**src/rtl/addon_fifo_pkg.sv**
```systemverilog
package addon_fifo_pkg;
    localparam int WORD_W     = 32;
    localparam int HALF_W     = 16;
    localparam int REG_ADDR_W = 5;
    localparam logic [REG_ADDR_W-1:0] FIFO_REG_ADDR = 5'b01000;

    typedef enum logic {
        BUS_WORD = 1'b0,
        BUS_HALF = 1'b1
    } bus_width_e;

    typedef struct packed {
        logic push;
        logic pop;
    } fifo_req_t;

    function automatic logic [WORD_W-1:0] join_halves(
        input logic [HALF_W-1:0] upper,
        input logic [HALF_W-1:0] lower
    );
        return {upper, lower};
    endfunction

    function automatic logic [HALF_W-1:0] pick_half(
        input logic [WORD_W-1:0] word,
        input logic              upper
    );
        return upper ? word[WORD_W-1:HALF_W] : word[HALF_W-1:0];
    endfunction
endpackage

```
**src/rtl/afp_fifo.sv**
```systemverilog
module afp_fifo #(
    parameter int W     = 32,
    parameter int DEPTH = 8
) (
    input  logic         clk,
    input  logic         rst,
    input  logic         push,
    input  logic [W-1:0] push_data,
    input  logic         pop,
    output logic [W-1:0] head,
    output logic         full,
    output logic         empty
);
    localparam int AW = (DEPTH > 1) ? $clog2(DEPTH) : 1;
    localparam int CW = $clog2(DEPTH + 1);
    localparam logic [AW-1:0] LAST = AW'(DEPTH - 1);
    localparam logic [CW-1:0] FULL_CNT = CW'(DEPTH);

    logic [W-1:0]  mem [DEPTH];
    logic [AW-1:0] wr_ptr, rd_ptr;
    logic [CW-1:0] cnt, cnt_nxt;
    logic          full_q, empty_q;
    logic          do_push, do_pop;

    assign do_push = push && !full_q;
    assign do_pop  = pop && !empty_q;

    always_comb begin
        cnt_nxt = cnt;
        if (do_push && !do_pop) cnt_nxt = cnt + 1'b1;
        else if (do_pop && !do_push) cnt_nxt = cnt - 1'b1;
    end

    always_ff @(posedge clk) begin
        if (rst) begin
            wr_ptr  <= '0;
            rd_ptr  <= '0;
            cnt     <= '0;
            full_q  <= 1'b0;
            empty_q <= 1'b1;
        end else begin
            if (do_push) wr_ptr <= (wr_ptr == LAST) ? '0 : wr_ptr + 1'b1;
            if (do_pop)  rd_ptr <= (rd_ptr == LAST) ? '0 : rd_ptr + 1'b1;
            cnt     <= cnt_nxt;
            full_q  <= (cnt_nxt == FULL_CNT);
            empty_q <= (cnt_nxt == '0);
        end
    end

    always_ff @(posedge clk) begin
        if (do_push) mem[wr_ptr] <= push_data;
    end

    assign head  = mem[rd_ptr];
    assign full  = full_q;
    assign empty = empty_q;

    // flags never contradict each other
    p_flags_exclusive_r6: assert property (@(posedge clk) disable iff (rst)
        !(full_q && empty_q));
    // a push against a full FIFO stores nothing
    p_no_overflow_r8: assert property (@(posedge clk) disable iff (rst)
        (full_q && push && !pop) |=> (cnt == $past(cnt)));
    // a pop against an empty FIFO removes nothing
    p_no_underflow_r9: assert property (@(posedge clk) disable iff (rst)
        (empty_q && pop && !push) |=> (cnt == '0));
    // idle cycles keep the occupancy
    p_idle_stable_r11: assert property (@(posedge clk) disable iff (rst)
        (!push && !pop) |=> $stable(cnt));
endmodule

```
**src/rtl/afp_access_decode.sv**
```systemverilog
module afp_access_decode
    import addon_fifo_pkg::*;
(
    input  logic                  wr_stb_n,
    input  logic                  rd_stb_n,
    input  logic                  sel_n,
    input  logic [REG_ADDR_W-1:0] reg_addr,
    input  logic                  reg_wr_n,
    input  logic                  reg_rd_n,
    output fifo_req_t             req
);
    logic hit;

    assign hit      = !sel_n && (reg_addr == FIFO_REG_ADDR);
    assign req.push = !wr_stb_n || (hit && !reg_wr_n);
    assign req.pop  = !rd_stb_n || (hit && !reg_rd_n);
endmodule

```
**src/rtl/afp_wr_pack.sv**
```systemverilog
module afp_wr_pack
    import addon_fifo_pkg::*;
(
    input  logic              clk,
    input  logic              rst,
    input  bus_width_e        width,
    input  logic              wr_req,
    input  logic [WORD_W-1:0] wdata,
    input  logic              fifo_full,
    output logic              push,
    output logic [WORD_W-1:0] push_data
);
    logic [HALF_W-1:0] low_q;
    logic              upper_q;
    logic              accept;

    assign accept = wr_req && !fifo_full;

    always_ff @(posedge clk) begin
        if (rst || width == BUS_WORD) begin
            upper_q <= 1'b0;
            low_q   <= '0;
        end else if (accept) begin
            if (!upper_q) low_q <= wdata[HALF_W-1:0];
            upper_q <= !upper_q;
        end
    end

    always_comb begin
        if (width == BUS_WORD) begin
            push      = wr_req;
            push_data = wdata;
        end else begin
            push      = wr_req && upper_q;
            push_data = join_halves(wdata[HALF_W-1:0], low_q);
        end
    end

    // the half-word position moves only on an accepted write
    p_pack_hold_r4: assert property (@(posedge clk) disable iff (rst)
        (width == BUS_HALF && !accept && $past(width) == BUS_HALF) |=> $stable(upper_q));
endmodule

```
**src/rtl/afp_rd_unpack.sv**
```systemverilog
module afp_rd_unpack
    import addon_fifo_pkg::*;
(
    input  logic              clk,
    input  logic              rst,
    input  bus_width_e        width,
    input  logic              rd_req,
    input  logic              fifo_empty,
    input  logic [WORD_W-1:0] head,
    output logic              pop,
    output logic [WORD_W-1:0] rdata
);
    logic upper_q;
    logic accept;

    assign accept = rd_req && !fifo_empty;

    always_ff @(posedge clk) begin
        if (rst || width == BUS_WORD) upper_q <= 1'b0;
        else if (accept)              upper_q <= !upper_q;
    end

    always_comb begin
        pop   = 1'b0;
        rdata = '0;
        if (width == BUS_WORD) begin
            pop = rd_req;
            if (accept) rdata = head;
        end else begin
            pop = rd_req && upper_q;
            if (accept) rdata = {{(WORD_W-HALF_W){1'b0}}, pick_half(head, upper_q)};
        end
    end

    // after a first-half read the next access reads the upper half
    p_unpack_step_r5: assert property (@(posedge clk) disable iff (rst)
        (width == BUS_HALF && accept && !upper_q) |=> (upper_q || width == BUS_WORD));
    // a read against an empty FIFO leaves the half position alone
    p_empty_read_hold_r9: assert property (@(posedge clk) disable iff (rst)
        (width == BUS_HALF && fifo_empty && $past(width) == BUS_HALF) |=> $stable(upper_q));
endmodule

```
**src/rtl/addon_fifo_port.sv**
```systemverilog
module addon_fifo_port
    import addon_fifo_pkg::*;
#(
    parameter int DEPTH = 8
) (
    input  logic                  clk,
    input  logic                  rst,
    input  logic                  half_mode,
    input  logic                  wr_stb_n,
    input  logic                  rd_stb_n,
    input  logic                  sel_n,
    input  logic [REG_ADDR_W-1:0] reg_addr,
    input  logic                  reg_wr_n,
    input  logic                  reg_rd_n,
    input  logic [WORD_W-1:0]     wdata,
    output logic [WORD_W-1:0]     rdata,
    output logic                  wr_full,
    output logic                  rd_empty,
    input  logic                  host_push,
    input  logic [WORD_W-1:0]     host_wdata,
    output logic                  host_in_full,
    input  logic                  host_pop,
    output logic [WORD_W-1:0]     host_rdata,
    output logic                  host_rvalid
);
    bus_width_e        width;
    fifo_req_t         req;
    logic              out_push, out_full, out_empty;
    logic [WORD_W-1:0] out_data;
    logic              in_pop, in_full, in_empty;
    logic [WORD_W-1:0] in_head;

    assign width = half_mode ? BUS_HALF : BUS_WORD;

    afp_access_decode u_decode (
        .wr_stb_n (wr_stb_n),
        .rd_stb_n (rd_stb_n),
        .sel_n    (sel_n),
        .reg_addr (reg_addr),
        .reg_wr_n (reg_wr_n),
        .reg_rd_n (reg_rd_n),
        .req      (req)
    );

    afp_wr_pack u_pack (
        .clk       (clk),
        .rst       (rst),
        .width     (width),
        .wr_req    (req.push),
        .wdata     (wdata),
        .fifo_full (out_full),
        .push      (out_push),
        .push_data (out_data)
    );

    afp_fifo #(.W(WORD_W), .DEPTH(DEPTH)) u_out_fifo (
        .clk       (clk),
        .rst       (rst),
        .push      (out_push),
        .push_data (out_data),
        .pop       (host_pop),
        .head      (host_rdata),
        .full      (out_full),
        .empty     (out_empty)
    );

    afp_fifo #(.W(WORD_W), .DEPTH(DEPTH)) u_in_fifo (
        .clk       (clk),
        .rst       (rst),
        .push      (host_push),
        .push_data (host_wdata),
        .pop       (in_pop),
        .head      (in_head),
        .full      (in_full),
        .empty     (in_empty)
    );

    afp_rd_unpack u_unpack (
        .clk        (clk),
        .rst        (rst),
        .width      (width),
        .rd_req     (req.pop),
        .fifo_empty (in_empty),
        .head       (in_head),
        .pop        (in_pop),
        .rdata      (rdata)
    );

    assign wr_full      = out_full;
    assign rd_empty     = in_empty;
    assign host_in_full = in_full;
    assign host_rvalid  = !out_empty;

    // an idle inbound side keeps its request line
    p_rd_req_hold_r7: assert property (@(posedge clk) disable iff (rst)
        (!host_push && rd_stb_n && (sel_n || reg_rd_n)) |=> $stable(rd_empty));
    // an idle outbound side keeps its request line
    p_wr_req_hold_r6: assert property (@(posedge clk) disable iff (rst)
        (!host_pop && wr_stb_n && (sel_n || reg_wr_n)) |=> $stable(wr_full));
endmodule

```
**config.mk**
```make
export PLATFORM = sky130hd
export DESIGN_NAME = addon_fifo_port
export DESIGN_NICKNAME = d
export VERILOG_FILES = /design/src/rtl/addon_fifo_pkg.sv /design/src/rtl/afp_fifo.sv /design/src/rtl/afp_access_decode.sv /design/src/rtl/afp_wr_pack.sv /design/src/rtl/afp_rd_unpack.sv /design/src/rtl/addon_fifo_port.sv
export SDC_FILE = /design/constraint.sdc
export NUM_CORES = 1
export LEC_CHECK = 0
export ABC_AREA = 1
export ABC_CLOCK_PERIOD_IN_PS = 3500
export BUFFER_PORTS_ARGS = -buffer_cell sky130_fd_sc_hd__buf_4
export CAP_MARGIN = 20
export CORE_AREA = 2 2 235 237
export DETAILED_ROUTE_END_ITERATION = 8
export DIE_AREA = 0 0 237 239
export PLACE_DENSITY_LB_ADDON = 0.12
export SYNTH_ARGS = -nofsm -noshare
export SYNTH_HDL_FRONTEND = slang
export SYNTH_SLANG_ARGS = --single-unit
```
**constraint.sdc**
```tcl
create_clock -name clk -period 3.5 [get_ports clk]
set_clock_uncertainty 0.15 [all_clocks]
set_input_delay 0.525 -clock clk [delete_from_list [all_inputs] [get_ports clk]]
set_output_delay 0.525 -clock clk [all_outputs]
set_load 0.005 [all_outputs]
```
# Word level (Yosys, flattened, before mapping)
# Memory sizes are Yosys's and may differ from the RTL's. A register that Yosys moved wholly into a read port is not among the register bits.
# Cells that the tools add are included.
[word_totals]
mem_bits_rw = 512
register_bits = 42
out_inout_bits = 68
memories = 2
[mem_list]
columns = ["name", "depth", "word_bits", "rd", "rd_ports_with_merged_regs", "wr", "line_no", "source"]
rows = [
  ["u_in_fifo.mem", 8, 32, 1, 1, 1, "afp_fifo.sv:19", "logic [W-1:0] mem [DEPTH];"],
  ["u_out_fifo.mem", 8, 32, 1, 1, 1, "afp_fifo.sv:19", ""],
]
[classes]
n_addsub = 8
mux = 24
bitwise = 2
n_reduce_logical = 36
n_eq_ne = 7
[op_table]
columns = ["op", "count"]
rows = [
  ["two-way mux 32 bit", 3],
  ["two-way mux 16 bit", 2],
  ["two-way mux 3 bit", 8],
  ["two-way mux 4 bit", 4],
  ["logical AND 1 bit", 15],
  ["logical NOT 1 bit", 15],
  ["adder 3 x 1 -> 3 bit, second input constant", 4],
  ["equality test 3 bit, second input constant", 4],
  ["adder 4 x 1 -> 4 bit, second input constant", 2],
  ["equality test 4 bit, second input constant", 2],
  ["logical NOT 4 bit", 2],
  ["subtractor 4 x 1 -> 4 bit, second input constant", 2],
  ["two-way mux 1 bit", 7],
  ["equality test 5 x 4 -> 1 bit, second input constant", 1],
  ["logical OR 1 bit", 3],
  ["NOT 1 bit", 2],
  ["AND reduction 2 bit", 1],
]

# Depth between registers and ports, before layout
# Gate-level depths: netlist of run 1.
[logic_depth]
ltp_word = 12
mapped_depth = 13
depth_no_buf = 12

# Hierarchy
# From an unflattened synthesis of run 1, not the netlist that was laid out.
[hier_totals]
hier_cells = 1934
area_unflattened_um2 = 23018.3
[by_module_without_submodules]
columns = ["module", "area_each_um2", "seq_area_each_um2", "instances", "cells_each"]
rows = [
  ["afp_fifo (u_in_fifo)", 10716.5, 7987.7, 1, 865],
  ["afp_fifo (u_out_fifo)", 10628.9, 7987.7, 1, 760],
  ["afp_wr_pack", 1076.0, 340.3, 1, 196],
  ["afp_rd_unpack", 543.0, 20.0, 1, 102],
  ["afp_access_decode", 50.0, 0.0, 1, 10],
  ["addon_fifo_port", 3.8, 0.0, 1, 1],
]

# Worst setup path after synthesis of run 1
# Ideal clock, no wire load.
[synth_timing]
path_kind = "input to register"
from = "in half_mode"
to = "mem u_out_fifo.mem[1][0] (enable)"
path_stages = 8
arrival_ns = 2.606
setup_slack_ns = 0.324
cell_sequence = "buf_4 inv_4 or2_4 nand3_2 buf_6 nor2_1 inv_1 nor2_1"
[synth_via]
elab_chain_len = 5
[synth_lines]
columns = ["item", "line_no", "source"]
rows = [
  ["start: declaration", "addon_fifo_port.sv:8", "input logic half_mode,"],
  ["two-way mux 1 bit", "addon_fifo_port.sv:33", "assign width = half_mode ? BUS_HALF : BUS_WORD;"],
  ["two-way mux 1 bit", "afp_wr_pack.sv:30", "if (width == BUS_WORD) begin"],
  ["logical AND 1 bit", "afp_fifo.sv:25", "assign do_push = push && !full_q;"],
  ["two-way mux 1 bit", "afp_fifo.sv:51", "if (do_push) mem[wr_ptr] <= push_data;"],
  ["two-way mux 1 bit (implied by the code)", "afp_fifo.sv:51", ""],
  ["end: declaration", "afp_fifo.sv:19", ""],
]
# No other way between the ends.

==> results of run 1 <==
==> power breakdown <==
| group | switching (mW) | internal (mW) | leakage [nW] |
|---|---|---|---|
| Sequential | 0.102 | 7.62 | 5.06 |
| Clock | 2.55 | 3.47 | 0.907 |
| Combinational | 1.82 | 1.03 | 3.81 |
==> worst paths after layout <==
check | start | endpoint | slack [ns]
setup reg to reg | u_in_fifo.full | u_in_fifo.mem[0][20] | 1.32
hold / removal | wdata[11] | u_pack.low_q[11] | 0.05
setup / recovery | flip-flop | host_rdata[19] | 0.23
hold reg to reg | u_pack.low_q[15] | u_pack.low_q[15] | 0.30
==> cell type report <==
class | count | area [um^2] | area share (%)
repair buffers | 228 | 1960 | 7.30
multi-input cells | 1129 | 5500 | 20.5
inverters | 64 | 245 | 0.915
clock inverters | 32 | 318 | 1.19
clock buffers | 77 | 1540 | 5.76
flip-flops and latches | 560 | 16300 | 61.0
diodes | 2 | 5.00 | 0.0187
well taps | 704 | 881 | 3.29
==> per-layer routing <==
layer | routed length, um | global-route usage (%)
met3 | 2820 | 3.04
met4 | 1310 | 5.98
met1 | 25100 | 26.4
met2 | 27200 | 33.8
met5 | 0 | 0
==> cells by family (layout without fill, tap and decap cells) <==
group | Yosys count | in the layout
flops | 560 | 560
buf+inv | 177 | 401
compound gates | 460 | 460
other cells | 0 | 2
fa+ha+maj | 12 | 12
simple gates | 654 | 654
xor+xnor | 3 | 3
==> registers in the layout, indices dropped and copies added (netlist names), named ones only <==
name and cells:
u_out_fifo.full 1, u_out_fifo.empty 1, u_in_fifo.full 1, u_unpack.upper_q 1, u_out_fifo.rd_ptr 3, u_in_fifo.empty 1, u_pack.upper_q 1, u_in_fifo.mem 256
u_out_fifo.wr_ptr 3, u_out_fifo.cnt 4, u_in_fifo.wr_ptr 3, u_in_fifo.rd_ptr 3, u_out_fifo.mem 256, u_in_fifo.cnt 4, u_pack.low_q 16
==> synth_stat cells (2+ instances only) <==
| cell type | n |
|---|---|
| sky130_fd_sc_hd__a31oi_1 | 32 |
| sky130_fd_sc_hd__nor2_2 | 2 |
| sky130_fd_sc_hd__dfxtp_1 | 48 |
| sky130_fd_sc_hd__o22ai_1 | 32 |
| sky130_fd_sc_hd__inv_1 | 56 |
| sky130_fd_sc_hd__a21oi_1 | 140 |
| sky130_fd_sc_hd__a32oi_1 | 16 |
| sky130_fd_sc_hd__xor2_1 | 3 |
| sky130_fd_sc_hd__buf_4 | 2 |
| sky130_fd_sc_hd__buf_2 | 50 |
| sky130_fd_sc_hd__o21ai_1 | 2 |
| sky130_fd_sc_hd__buf_1 | 7 |
| sky130_fd_sc_hd__inv_2 | 6 |
| sky130_fd_sc_hd__nand3_1 | 60 |
| sky130_fd_sc_hd__edfxtp_1 | 512 |
| sky130_fd_sc_hd__ha_1 | 12 |
| sky130_fd_sc_hd__o211a_1 | 3 |
| sky130_fd_sc_hd__nand3_2 | 3 |
| sky130_fd_sc_hd__a211oi_1 | 16 |
| sky130_fd_sc_hd__nand4_2 | 2 |
| sky130_fd_sc_hd__nand2_1 | 295 |
| sky130_fd_sc_hd__clkbuf_1 | 53 |
| sky130_fd_sc_hd__nor3_1 | 2 |
| sky130_fd_sc_hd__nand2_2 | 2 |
| sky130_fd_sc_hd__and3_1 | 2 |
| sky130_fd_sc_hd__o21ai_0 | 186 |
| sky130_fd_sc_hd__nand4_1 | 4 |
| sky130_fd_sc_hd__nor2_1 | 278 |
| sky130_fd_sc_hd__a22oi_1 | 32 |
==> critical path: stages (launching register included) <==
cell	delay (ns)
sky130_fd_sc_hd__dfxtp_2	0.33
sky130_fd_sc_hd__buf_4	0.61
sky130_fd_sc_hd__o21ai_0	0.20
sky130_fd_sc_hd__o22ai_1	0.21
sky130_fd_sc_hd__nor2_1	0.05
sky130_fd_sc_hd__a31oi_1	0.35
sky130_fd_sc_hd__buf_4	0.19
==> metrics by stage <==
| step | instance area [um^2] | std cells | power, mW |
|---|---|---|---|
| floorplan | 22500 | 1866 | 9.47 |
| global placement | 24600 | 2652 | 10.7 |
| detailed placement | 24600 | 2652 | 10.7 |
| CTS | 26800 | 2794 | 16.8 |
| global route | 26800 | 2795 | 17.4 |
| finish | 26800 | 2796 | 16.6 |
==> what timing repair did <==
action,4_1_cts,5_1_grt
setup buffers,0,0
endpoints found under the setup margin,0,0
hold endpoints to repair,261,0
gates resized for setup,0,0
hold buffers,33,0
==> report_table.html, run 1 <==
<table>
<tr><th>Metric</th><th>Value</th></tr>
<tr><th colspan="2">Worst hold path</th></tr>
<tr><td>Count of cells along the worst hold path</td><td>3</td></tr>
<tr><td>Hold Path Class</td><td>in2reg</td></tr>
<tr><th colspan="2">Pwr</th></tr>
<tr><td>Largest vdd supply drop</td><td>0.000419 V</td></tr>
<tr><td>Static power due to leakage</td><td>9.77 nW</td></tr>
<tr><td>Cell Pwr Density</td><td>619 nW/um^2</td></tr>
<tr><th colspan="2">Floorplanning</th></tr>
<tr><td>Site row count</td><td>86</td></tr>
<tr><td>Top-level I/O count</td><td>147</td></tr>
<tr><td>Chip width</td><td>237 um</td></tr>
<tr><td>DIE HEIGHT</td><td>239 um</td></tr>
<tr><td>Die ar.</td><td>56600 um^2</td></tr>
<tr><td>Core area</td><td>54300 um^2</td></tr>
<tr><td>Initial Utilization</td><td>41.3%</td></tr>
<tr><th colspan="2">Timing</th></tr>
<tr><td>Hold slack</td><td>0.0496 ns</td></tr>
<tr><td>FMAX</td><td>0.305 GHz</td></tr>
<tr><td>Time the worst path needs with I/O delays and setup</td><td>3.27 ns</td></tr>
<tr><td>Transition time of the tightest slew-check pin</td><td>1.04 ns</td></tr>
<tr><td>Setup Viol. Count Final</td><td>0</td></tr>
<tr><td>Final Max Tran Viols</td><td>0</td></tr>
<tr><td>Slew margin rel.</td><td>29.6%</td></tr>
<tr><td>Final WS setup</td><td>0.226 ns</td></tr>
<tr><td>RSZ-0062 raised after global routing</td><td>false</td></tr>
<tr><td>Number of failing hold endpoints at the final stage</td><td>0</td></tr>
<tr><td>Total Neg Setup Slack</td><td>0 ns</td></tr>
<tr><td>Period Utilization, post-route</td><td>93.5%</td></tr>
<tr><th colspan="2">Job</th></tr>
<tr><td>Max-cap violations</td><td>0</td></tr>
<tr><th colspan="2">Layout</th></tr>
<tr><td>Post-layout nets</td><td>2133</td></tr>
<tr><td>Fill cells</td><td>4790</td></tr>
<tr><td>Area grow syn2layout</td><td>19.3%</td></tr>
<tr><td>Final core utilization</td><td>49.3%</td></tr>
<tr><td>Most common cell after layout, fill and taps aside</td><td>sky130_fd_sc_hd__edfxtp_1</td></tr>
<tr><td>Leading cell types in the layout, fill and taps excluded</td><td>512 x sky130_fd_sc_hd__edfxtp_1, 295 x sky130_fd_sc_hd__nand2_1, 261 x sky130_fd_sc_hd__nor2_1, 186 x sky130_fd_sc_hd__o21ai_0, 182 x sky130_fd_sc_hd__buf_4</td></tr>
<tr><td>Fraction of final layout cells sized beyond drive strength 1</td><td>15.1%</td></tr>
<tr><th colspan="2">Synthesis</th></tr>
<tr><td>Area share of and/or/nand/nor cells after synthesis</td><td>11.7%</td></tr>
<tr><td>Multiplexer fraction of the synthesized cell area</td><td>0%</td></tr>
<tr><td>Area share of the leading cell type in the synthesized netlist</td><td>68.5%</td></tr>
<tr><td>Flip-flop cell with the highest count after synthesis</td><td>sky130_fd_sc_hd__edfxtp_1</td></tr>
<tr><td>Number of flops mapped to enable cells by yosys</td><td>512</td></tr>
<tr><td>Largest family of logic cells by synthesized area</td><td>simple AND/OR/NAND/NOR gates</td></tr>
<tr><td>Number of storage elements in the synthesis netlist</td><td>560</td></tr>
<tr><td>Cells after synthesis</td><td>1866</td></tr>
<tr><td>Fraction of the mapped netlist area in compound gates</td><td>11.5%</td></tr>
<tr><td>Asr flop ratio synth</td><td>0%</td></tr>
<tr><td>Post-Synth Adder-Cell Area</td><td>0.669%</td></tr>
<tr><td>Mean area per synthesized cell</td><td>12.0 um^2</td></tr>
<tr><td>Cell area after technology mapping</td><td>22500 um^2</td></tr>
<tr><td>Post-synthesis net count</td><td>1957</td></tr>
<tr><td>Synth area leaders</td><td>sky130_fd_sc_hd__edfxtp_1 68%, sky130_fd_sc_hd__nand2_1 4.9%, sky130_fd_sc_hd__nor2_1 4.6%, sky130_fd_sc_hd__dfxtp_1 4.3%, sky130_fd_sc_hd__o21ai_0 4.1%</td></tr>
<tr><td>Synth cell types</td><td>37</td></tr>
<tr><td>Share of synthesized area occupied by flip-flops and latches</td><td>72.7%</td></tr>
<tr><td>Top cell type by total area after synthesis</td><td>sky130_fd_sc_hd__edfxtp_1</td></tr>
<tr><td>XOR/XNOR Fraction of Synth Area</td><td>0.117%</td></tr>
<tr><td>YS warnings</td><td>0</td></tr>
<tr><th colspan="2">Placement</th></tr>
<tr><td>HPWL after detailed placement</td><td>31.7 mm</td></tr>
<tr><td>Final GP Congestion</td><td>0.779</td></tr>
<tr><td>Number of buffers inserted by port buffering</td><td>146</td></tr>
<tr><td>Worst Setup Slack post-DPL</td><td>0.592 ns</td></tr>
<tr><th colspan="2">Drt</th></tr>
<tr><td>Remaining routing DRC violations</td><td>0</td></tr>
<tr><td>Antenna violation net count after detailed routing</td><td>0</td></tr>
<tr><td>Initial drt markers</td><td>1047</td></tr>
<tr><td>Routed len/inst</td><td>20.2 um</td></tr>
<tr><td>First-pass iteration count of the detailed router</td><td>5</td></tr>
<tr><td>Final Routed Wirelength</td><td>56.4 mm</td></tr>
<tr><td>DR vias/cell</td><td>5.27</td></tr>
<tr><td>Number of vias after detailed routing</td><td>14700</td></tr>
<tr><th colspan="2">GRT</th></tr>
<tr><td>First-pass GRT wire length</td><td>85.9 mm</td></tr>
<tr><td>Number of global-route vias before repair</td><td>14400</td></tr>
<tr><td>Aggregate global routing overflow</td><td>0</td></tr>
<tr><td>Aggregate global-route resource usage</td><td>19.9%</td></tr>
<tr><td>Number of antenna violations at the first check in global routing</td><td>1</td></tr>
<tr><td>Largest net degree at the start of global routing</td><td>129</td></tr>
<tr><th colspan="2">Clock tree</th></tr>
<tr><td>Source-to-sink clock delay at the later pin of the worst-skew pair</td><td>0.63 ns</td></tr>
<tr><td>Sinks on the clock net</td><td>560</td></tr>
<tr><td>Total clock buffers created by CTS</td><td>59</td></tr>
<tr><td>Clock transition at path regs</td><td>0.06 ns</td></tr>
<tr><td>Buffers from clock root to sink, at most</td><td>3</td></tr>
<tr><td>Clk root buf</td><td>sky130_fd_sc_hd__clkbuf_16</td></tr>
<tr><td>Number of levels in the clock H-tree</td><td>2</td></tr>
<tr><td>TritonCTS clock tree</td><td>yes</td></tr>
<tr><th colspan="2">Worst setup path</th></tr>
<tr><td>Required time of the critical path</td><td>2.82 ns</td></tr>
<tr><td>Maximum fanout count along the critical path</td><td>64</td></tr>
<tr><td>Cell count of the worst reg-to-reg path</td><td>4</td></tr>
<tr><td>Kind of start point of the critical path</td><td>flip-flop</td></tr>
<tr><td>Endpoint kind of the worst setup timing path</td><td>output port</td></tr>
<tr><td>Arrival time at the worst endpoint</td><td>2.60 ns</td></tr>
<tr><td>Setup CP Type</td><td>reg2out</td></tr>
<tr><th colspan="2">Run status</th></tr>
<tr><td>Run status</td><td>completed</td></tr>
</table>
Power figures use the tool's default switching activity.
==> run 2: changes to the inputs <==
- BUFFER_PORTS_ARGS: -buffer_cell sky130_fd_sc_hd__buf_4 -> -buffer_cell sky130_fd_sc_hd__buf_2
==> run 2 against run 1 <==
  * First-iteration DRC count rose by 7.9%
  * Register-to-register slack got worse by 0.07 ns
  * Total power fell by 1.8%
  * Combinational power fell by 4%
  * Sequential share of layout area rose by 1.2 points
  * Clock power fell by 3%
  * Critical path depth rose by 1
  * Sequential power barely moved
  * Largest power group unchanged
  * Highest routed layer is now met5
  * Flip-flop and latch count did not move
==> report_table.html, run 2 (synthesis results as in run 1) <==
<table>
<tr><th>Metric</th><th>Value</th></tr>
<tr><th colspan="2">Drt</th></tr>
<tr><td>Met2 wirelength from detailed routing</td><td>27.8 mm (+2.2%)</td></tr>
<tr><td>Met1 Wirelength</td><td>25.6 mm (+2.1%)</td></tr>
<tr><td>First-pass iteration count of the detailed router</td><td>5 (unchanged)</td></tr>
<tr><td>Antenna violation net count after detailed routing</td><td>0 (unchanged)</td></tr>
<tr><td>Uppermost layer routed</td><td>met5</td></tr>
<tr><td>Number of vias after detailed routing</td><td>14900 (+0.98%)</td></tr>
<tr><td>Met3 wire length</td><td>2.97 mm (+5.5%)</td></tr>
<tr><td>Initial drt markers</td><td>1130 (+7.9%)</td></tr>
<tr><td>Final Routed Wirelength</td><td>57.5 mm (+1.9%)</td></tr>
<tr><td>Remaining routing DRC violations</td><td>0 (unchanged)</td></tr>
<tr><td>DR vias/cell</td><td>5.35 (+1.6%)</td></tr>
<tr><td>Routed len/inst</td><td>20.7 um (+2.5%)</td></tr>
<tr><th colspan="2">Floorplanning</th></tr>
<tr><td>Die ar.</td><td>56600 um^2 (unchanged)</td></tr>
<tr><td>Site row count</td><td>86 (unchanged)</td></tr>
<tr><td>Core area</td><td>54300 um^2 (unchanged)</td></tr>
<tr><td>Top-level I/O count</td><td>147 (unchanged)</td></tr>
<tr><td>Initial Utilization</td><td>41.3% (unchanged)</td></tr>
<tr><td>Chip width</td><td>237 um (unchanged)</td></tr>
<tr><td>DIE HEIGHT</td><td>239 um (unchanged)</td></tr>
<tr><th colspan="2">GRT</th></tr>
<tr><td>Aggregate global-route resource usage</td><td>20.1% (+0.23 points)</td></tr>
<tr><td>First-pass GRT wire length</td><td>86.7 mm (+0.85%)</td></tr>
<tr><td>Largest net degree at the start of global routing</td><td>129 (unchanged)</td></tr>
<tr><td>Aggregate global routing overflow</td><td>0 (unchanged)</td></tr>
<tr><td>Number of global-route vias before repair</td><td>14400 (-0.49%)</td></tr>
<tr><td>Number of antenna violations at the first check in global routing</td><td>4 (+3)</td></tr>
<tr><th colspan="2">Worst setup path</th></tr>
<tr><td>Critical Path Slowest Stage Cell</td><td>sky130_fd_sc_hd__a32oi_1</td></tr>
<tr><td>Delay of the slowest cell on the worst path</td><td>0.46 ns (-0.15 ns)</td></tr>
<tr><td>CP bufs+invs</td><td>3 (+1)</td></tr>
<tr><td>Endpoint kind of the worst setup timing path</td><td>output port</td></tr>
<tr><td>Worst path cell trace</td><td>clkinv_2, clkbuf_16, nand2_1, nand3_1, a32oi_1, a211oi_1, buf_2</td></tr>
<tr><td>Kind of start point of the critical path</td><td>flip-flop</td></tr>
<tr><td>Required time of the critical path</td><td>2.82 ns (about the same)</td></tr>
<tr><td>Maximum fanout count along the critical path</td><td>40 (-38%)</td></tr>
<tr><td>Setup CP Type</td><td>reg2out</td></tr>
<tr><td>Arrival time at the worst endpoint</td><td>2.71 ns (+0.11 ns)</td></tr>
<tr><td>CP top delay family</td><td>buffers and inverters</td></tr>
<tr><th colspan="2">Job</th></tr>
<tr><td>Max-cap violations</td><td>0 (unchanged)</td></tr>
<tr><th colspan="2">Layout</th></tr>
<tr><td>Area grow syn2layout</td><td>17.0%</td></tr>
<tr><td>Fraction of final layout cells sized beyond drive strength 1</td><td>16.3% (+1.3 points)</td></tr>
<tr><td>Most common cell after layout, fill and taps aside</td><td>sky130_fd_sc_hd__edfxtp_1</td></tr>
<tr><td>Post-layout nets</td><td>2115 (-0.84%)</td></tr>
<tr><td>Final standard cell area without fillers</td><td>26300 um^2 (-1.9%)</td></tr>
<tr><td>Leading cell types in the layout, fill and taps excluded</td><td>512 x sky130_fd_sc_hd__edfxtp_1, 295 x sky130_fd_sc_hd__nand2_1, 261 x sky130_fd_sc_hd__nor2_1, 186 x sky130_fd_sc_hd__o21ai_0, 146 x sky130_fd_sc_hd__buf_2</td></tr>
<tr><td>Leading registers by flop count</td><td>u_in_fifo.mem: 256 flops, u_out_fifo.mem: 256 flops, u_pack.low_q: 16 flops</td></tr>
<tr><th colspan="2">Placement</th></tr>
<tr><td>Final GP Congestion</td><td>0.785 (+0.71%)</td></tr>
<tr><td>HPWL after detailed placement</td><td>32.9 mm (+3.7%)</td></tr>
<tr><td>Cell area after placement</td><td>24300 um^2 (-1.0%)</td></tr>
<tr><td>Number of buffers inserted by port buffering</td><td>146 (unchanged)</td></tr>
<tr><th colspan="2">Run status</th></tr>
<tr><td>Run status</td><td>completed</td></tr>
<tr><th colspan="2">Clock tree</th></tr>
<tr><td>TritonCTS clock tree</td><td>yes</td></tr>
<tr><td>Total clock buffers created by CTS</td><td>59 (unchanged)</td></tr>
<tr><td>Clk root buf</td><td>sky130_fd_sc_hd__clkbuf_16</td></tr>
<tr><td>Clock transition at path regs</td><td>0.06 ns (about the same)</td></tr>
<tr><td>Buffers from clock root to sink, at most</td><td>3 (unchanged)</td></tr>
<tr><td>Source-to-sink clock delay at the later pin of the worst-skew pair</td><td>0.62 ns (about the same)</td></tr>
<tr><td>Sinks on the clock net</td><td>560 (unchanged)</td></tr>
<tr><td>Number of levels in the clock H-tree</td><td>2 (unchanged)</td></tr>
<tr><th colspan="2">Timing</th></tr>
<tr><td>Time the worst path needs with I/O delays and setup</td><td>3.39 ns (+0.115 ns)</td></tr>
<tr><td>FMAX</td><td>0.295 GHz (-3.4%)</td></tr>
<tr><td>Total Neg Setup Slack</td><td>0 ns (unchanged)</td></tr>
<tr><td>RSZ-0062 raised after global routing</td><td>false</td></tr>
<tr><td>Period Utilization, post-route</td><td>96.8% (+3.3 points)</td></tr>
<tr><td>Number of failing hold endpoints at the final stage</td><td>0 (unchanged)</td></tr>
<tr><td>Setup Viol. Count Final</td><td>0 (unchanged)</td></tr>
<tr><td>Slew margin rel.</td><td>33.8% (+4.2 points)</td></tr>
<tr><td>Transition time of the tightest slew-check pin</td><td>0.982 ns (-0.0623 ns)</td></tr>
<tr><td>Final Max Tran Viols</td><td>0 (unchanged)</td></tr>
<tr><th colspan="2">Pwr</th></tr>
<tr><td>Cell Pwr Density</td><td>620 nW/um^2 (+0.11%)</td></tr>
<tr><td>Largest vdd supply drop</td><td>0.000371 V (-11%)</td></tr>
<tr><td>Static power due to leakage</td><td>9.64 nW (-1.4%)</td></tr>
<tr><th colspan="2">Worst hold path</th></tr>
<tr><td>Hold Path Class</td><td>in2reg</td></tr>
</table>
-- run 2: cell types whose count changed in the layout (fill, tap and decap cells not counted), moves of 3 or more --
cell | previous run | this run
sky130_fd_sc_hd__clkinv_2 | 13 | 18
sky130_fd_sc_hd__bufinv_16 | 5 | 1
sky130_fd_sc_hd__buf_4 | 182 | 40
sky130_fd_sc_hd__clkbuf_1 | 18 | 13
sky130_fd_sc_hd__buf_2 | 0 | 146
sky130_fd_sc_hd__clkbuf_8 | 0 | 4
sky130_fd_sc_hd__a32oi_1 | 16 | 12
sky130_fd_sc_hd__dlygate4sd3_1 | 33 | 5
sky130_fd_sc_hd__buf_12 | 13 | 16
sky130_fd_sc_hd__a32oi_2 | 0 | 4
sky130_fd_sc_hd__clkinv_1 | 14 | 11
-- run 2: cell type report --
class | instances | area [um^2]
antenna | 1 | 2.50
clock inverter | 34 | 204
timing repair buffer | 210 | 1470
fill | 4813 | 28100
sequential | 560 | 16300
multi-input combinational | 1129 | 5530
inverter | 64 | 246
clock buffer | 77 | 1610
tap | 704 | 881
-- run 2: stage by stage --
step	util, %	std cells	hold WS [ns]	total power, mW	setup WS [ns]
2_1_floorplan	-	1866	0.274	9.47	0.324
3_3_place_gp	44.8	2661	0.282	10.6	0.584
3_5_place_dp	44.8	2661	0.292	10.6	0.510
4_1_cts	48.2	2777	0.00190	16.5	0.000262
5_1_grt	48.4	2779	0.0328	17.0	0.000274
6_report	48.4	2779	0.0283	16.3	0.111
-- run 2: final timing paths --
| kind | slack, ns | from | depth (start not counted) | endpoint |
|---|---|---|---|---|
| setup / recovery | 0.11 | flip-flop | 7 | rdata[14] |
| hold / removal | 0.03 | host_wdata[9] | 1 | u_in_fifo.mem[7][9] |
| setup reg to reg | 1.25 | u_in_fifo.full | 6 | u_in_fifo.mem[3][24] |
| hold reg to reg | 0.30 | u_pack.low_q[15] | 2 | u_pack.low_q[15] |
-- run 2: routing by layer --
metal / global-route usage [%] / vias to the layer above
met1: 27.1 / 7340
met5: 0 / -
met2: 34.1 / 415
li1: - / 7046
met4: 5.39 / 4
met3: 2.92 / 68
-- run 2: worst reg2reg max path: cells and delay by family, from the launching register on --
kind / cells / cell delay (ns)
simple gates: 3 / 0.80
buf+inv: 3 / 0.64
flops: 1 / 0.33
-- run 2: where the power goes --
group,internal (mW),switching (mW)
clock network,3.29,2.53
registers,7.62,0.101
logic,0.903,1.84
total,11.8,4.48
-- run 2: repair_timing --
action	CTS	global route
gates resized for setup	0	7
hold buffers	5	0
endpoints found under the hold margin	34	0
endpoints found under the setup margin	0	8
setup buffers	0	0
==> run 3: changes to the inputs <==
- CAP_MARGIN: 20 -> unset
- CORE_AREA: 2 2 235 237 -> 2 2 247 225
- DIE_AREA: 0 0 237 239 -> 0 0 249 227
==> run 3 against run 2 <==
  * Clock power up 6.9%
  * Final area is essentially flat
  * Combinational power shrank 2%
  * Count of clock-buffer cells in the layout decreased by 3
  * Critical endpoint is now host_rdata[18]
==> report_table.html, run 3 (synthesis results as in run 1) <==
<table>
<tr><th>Metric</th><th>Value</th></tr>
<tr><th colspan="2">Drt</th></tr>
<tr><td>Final Routed Wirelength</td><td>56.8 mm (-1.2%)</td></tr>
<tr><td>Routed len/inst</td><td>20.4 um (-1.1%)</td></tr>
<tr><td>Antenna violation net count after detailed routing</td><td>0 (unchanged)</td></tr>
<tr><td>DR vias/cell</td><td>5.31 (-0.85%)</td></tr>
<tr><td>Number of vias after detailed routing</td><td>14700 (-0.95%)</td></tr>
<tr><td>Remaining routing DRC violations</td><td>0 (unchanged)</td></tr>
<tr><td>Initial drt markers</td><td>1312 (+16%)</td></tr>
<tr><td>First-pass iteration count of the detailed router</td><td>5 (unchanged)</td></tr>
<tr><th colspan="2">Pwr</th></tr>
<tr><td>Tot Pwr</td><td>16.7 mW (+2.3%)</td></tr>
<tr><td>Static power due to leakage</td><td>9.63 nW (about the same)</td></tr>
<tr><td>Largest vdd supply drop</td><td>0.000429 V (+16%)</td></tr>
<tr><td>Cell Pwr Density</td><td>635 nW/um^2 (+2.3%)</td></tr>
<tr><th colspan="2">Worst setup path</th></tr>
<tr><td>Arrival time at the worst endpoint</td><td>2.63 ns (-0.08 ns)</td></tr>
<tr><td>Maximum fanout count along the critical path</td><td>44 (+10%)</td></tr>
<tr><td>Setup CP Type</td><td>reg2out</td></tr>
<tr><td>Kind of start point of the critical path</td><td>flip-flop</td></tr>
<tr><td>Cell count of the worst reg-to-reg path</td><td>6 (unchanged)</td></tr>
<tr><td>FF-to-FF End</td><td>u_out_fifo.mem[7][25]</td></tr>
<tr><td>Endpoint kind of the worst setup timing path</td><td>output port</td></tr>
<tr><td>Beginning of the worst register-to-register path</td><td>u_pack.upper_q</td></tr>
<tr><td>Setup slack of the most critical reg-to-reg path</td><td>1.18 ns (-0.07 ns)</td></tr>
<tr><td>Required time of the critical path</td><td>2.82 ns (about the same)</td></tr>
<tr><th colspan="2">GRT</th></tr>
<tr><td>Number of antenna violations at the first check in global routing</td><td>9 (+5)</td></tr>
<tr><td>Number of global-route vias before repair</td><td>14200 (-0.73%)</td></tr>
<tr><td>Aggregate global routing overflow</td><td>0 (unchanged)</td></tr>
<tr><td>Largest net degree at the start of global routing</td><td>85 (-34%)</td></tr>
<tr><td>Aggregate global-route resource usage</td><td>20.0% (-0.13 points)</td></tr>
<tr><td>First-pass GRT wire length</td><td>85.7 mm (-1.1%)</td></tr>
<tr><th colspan="2">Clock tree</th></tr>
<tr><td>Buffers from clock root to sink, at most</td><td>3 (unchanged)</td></tr>
<tr><td>Sinks on the clock net</td><td>560 (unchanged)</td></tr>
<tr><td>Number of levels in the clock H-tree</td><td>2 (unchanged)</td></tr>
<tr><td>Post-CTS Repair Setup Buffers</td><td>0 (unchanged)</td></tr>
<tr><td>Total clock buffers created by CTS</td><td>57 (-3.4%)</td></tr>
<tr><td>Source-to-sink clock delay at the later pin of the worst-skew pair</td><td>0.62 ns (about the same)</td></tr>
<tr><td>Clock transition at path regs</td><td>0.06 ns (about the same)</td></tr>
<tr><td>TritonCTS clock tree</td><td>yes</td></tr>
<tr><td>Clk root buf</td><td>sky130_fd_sc_hd__clkbuf_16</td></tr>
<tr><th colspan="2">Layout</th></tr>
<tr><td>Leading registers by flop count</td><td>u_in_fifo.mem: 256 flops, u_out_fifo.mem: 256 flops, u_pack.low_q: 16 flops</td></tr>
<tr><td>Fin cells</td><td>2776 (-0.11%)</td></tr>
<tr><td>Post-layout nets</td><td>2111 (-0.19%)</td></tr>
<tr><td>Leading cell types in the layout, fill and taps excluded</td><td>512 x sky130_fd_sc_hd__edfxtp_1, 295 x sky130_fd_sc_hd__nand2_1, 261 x sky130_fd_sc_hd__nor2_1, 186 x sky130_fd_sc_hd__o21ai_0, 146 x sky130_fd_sc_hd__buf_2</td></tr>
<tr><td>Fraction of final layout cells sized beyond drive strength 1</td><td>16.2% (-0.19 points)</td></tr>
<tr><td>Area grow syn2layout</td><td>17.0% (about the same)</td></tr>
<tr><td>Most common cell after layout, fill and taps aside</td><td>sky130_fd_sc_hd__edfxtp_1</td></tr>
<tr><th colspan="2">Floorplanning</th></tr>
<tr><td>Top-level I/O count</td><td>147 (unchanged)</td></tr>
<tr><td>Initial Utilization</td><td>41.7% (+0.40 points)</td></tr>
<tr><td>Die ar.</td><td>56500 um^2 (-0.21%)</td></tr>
<tr><td>Site row count</td><td>81 (-5.8%)</td></tr>
<tr><td>Core area</td><td>53800 um^2 (-0.96%)</td></tr>
<tr><td>Chip width</td><td>249 um (+5.1%)</td></tr>
<tr><td>DIE HEIGHT</td><td>227 um (-5.0%)</td></tr>
<tr><th colspan="2">Worst hold path</th></tr>
<tr><td>Count of cells along the worst hold path</td><td>3 (+2)</td></tr>
<tr><td>Hold Path Class</td><td>in2reg</td></tr>
<tr><td>Worst hold path startpoint</td><td>wdata[3]</td></tr>
<tr><td>Terminating pin of the worst hold path</td><td>u_pack.low_q[3]</td></tr>
<tr><th colspan="2">Timing</th></tr>
<tr><td>RSZ-0062 raised after global routing</td><td>false</td></tr>
<tr><td>Setup Viol. Count Final</td><td>0 (unchanged)</td></tr>
<tr><td>Period Utilization, post-route</td><td>94.4% (-2.5 points)</td></tr>
<tr><td>Time the worst path needs with I/O delays and setup</td><td>3.30 ns (-0.0863 ns)</td></tr>
<tr><td>Hold slack</td><td>0.0374 ns (+0.00910 ns)</td></tr>
<tr><td>Transition time of the tightest slew-check pin</td><td>1.05 ns (+0.0720 ns)</td></tr>
<tr><td>FMAX</td><td>0.303 GHz (+2.6%)</td></tr>
<tr><td>Final Max Tran Viols</td><td>0 (unchanged)</td></tr>
<tr><td>Number of failing hold endpoints at the final stage</td><td>0 (unchanged)</td></tr>
<tr><td>Slew margin rel.</td><td>29.0% (-4.9 points)</td></tr>
<tr><td>Total Neg Setup Slack</td><td>0 ns (unchanged)</td></tr>
<tr><th colspan="2">Placement</th></tr>
<tr><td>Dpl cells</td><td>2659 (-0.075%)</td></tr>
<tr><td>HPWL after detailed placement</td><td>31.8 mm (-3.4%)</td></tr>
<tr><td>Final GP Congestion</td><td>0.786 (+0.13%)</td></tr>
<tr><td>Number of buffers inserted by port buffering</td><td>146 (unchanged)</td></tr>
<tr><th colspan="2">Run status</th></tr>
<tr><td>Run status</td><td>completed</td></tr>
<tr><th colspan="2">Job</th></tr>
<tr><td>Max-cap violations</td><td>0 (unchanged)</td></tr>
</table>
[run 3: changes by cell type in the layout (fill, tap and decap cells not counted), moves of 3 or more]
cell / change
sky130_fd_sc_hd__buf_4: +3
sky130_fd_sc_hd__a32oi_1: +4
sky130_fd_sc_hd__clkinv_2: -3
sky130_fd_sc_hd__bufinv_16: +6
sky130_fd_sc_hd__clkinv_1: -5
sky130_fd_sc_hd__a32oi_2: -4
sky130_fd_sc_hd__clkinvlp_4: +3
sky130_fd_sc_hd__buf_12: -5
sky130_fd_sc_hd__clkbuf_16: -3
[run 3: routing by layer]
layer  track usage, %  vias to the layer above  part of all wire (%)
met1             28.7                     7217                    46
met3             3.80                       81                   5.8
met2             30.8                      381                    45
li1                 -                     7042                     -
met5                0                        -                  0.11
met4             6.39                       10                   2.4
[run 3: worst max path at each step]
stage                         start                    end  slack (ns)
after floorplan           half_mode   u_out_fifo.mem[1][0]        0.32
after global placement    half_mode  u_out_fifo.mem[7][23]        0.72
after detailed placement  half_mode  u_out_fifo.mem[7][24]        0.67
after CTS                 flip-flop         host_rdata[18]        0.12
after global routing      flip-flop         host_rdata[18]        0.03
final                     flip-flop         host_rdata[18]        0.20
[run 3: area by class of cell]
cell class | count | area, um^2
multi-input cells | 1129 | 5500
inverters | 64 | 245
flip-flops and latches | 560 | 16300
fillers | 4720 | 27500
clock inverters | 33 | 374
repair buffers | 208 | 1360
well taps | 705 | 882
diodes | 3 | 7.51
clock buffers | 74 | 1560
[run 3: worst max-delay path: stages (launching register included)]
cell                      delay (ns)
sky130_fd_sc_hd__dfxtp_2        0.34
sky130_fd_sc_hd__buf_4          0.49
sky130_fd_sc_hd__buf_4          0.40
sky130_fd_sc_hd__o21ai_0        0.14
sky130_fd_sc_hd__o22ai_1        0.18
sky130_fd_sc_hd__nor2_1         0.06
sky130_fd_sc_hd__a31oi_1        0.23
sky130_fd_sc_hd__buf_2          0.17
[run 3: timing repair]
item / CTS / global route
setup endpoints to repair: 0 / 1
resized for setup: 0 / 1
hold buffers: 7 / 0
endpoints found under the hold margin: 45 / 0
[run 3: power by group]
| group | switching [mW] | internal (mW) | total (mW) | leakage (nW) |
|---|---|---|---|---|
| Clock | 2.56 | 3.67 | 6.23 | 0.949 |
| Sequential | 0.120 | 7.62 | 7.74 | 5.06 |
| Combinational | 1.82 | 0.880 | 2.70 | 3.63 |
| Total | 4.49 | 12.2 | 16.7 | 9.63 |
[run 3: per-stage QoR]
step	utilization, %	area [um^2]	setup slack [ns]
global route	48.8	26300	0.0311
floorplan	-	22500	0.324
detailed placement	45.1	24300	0.673
global placement	45.1	24300	0.717
finish	48.8	26300	0.197
CTS	48.8	26300	0.118
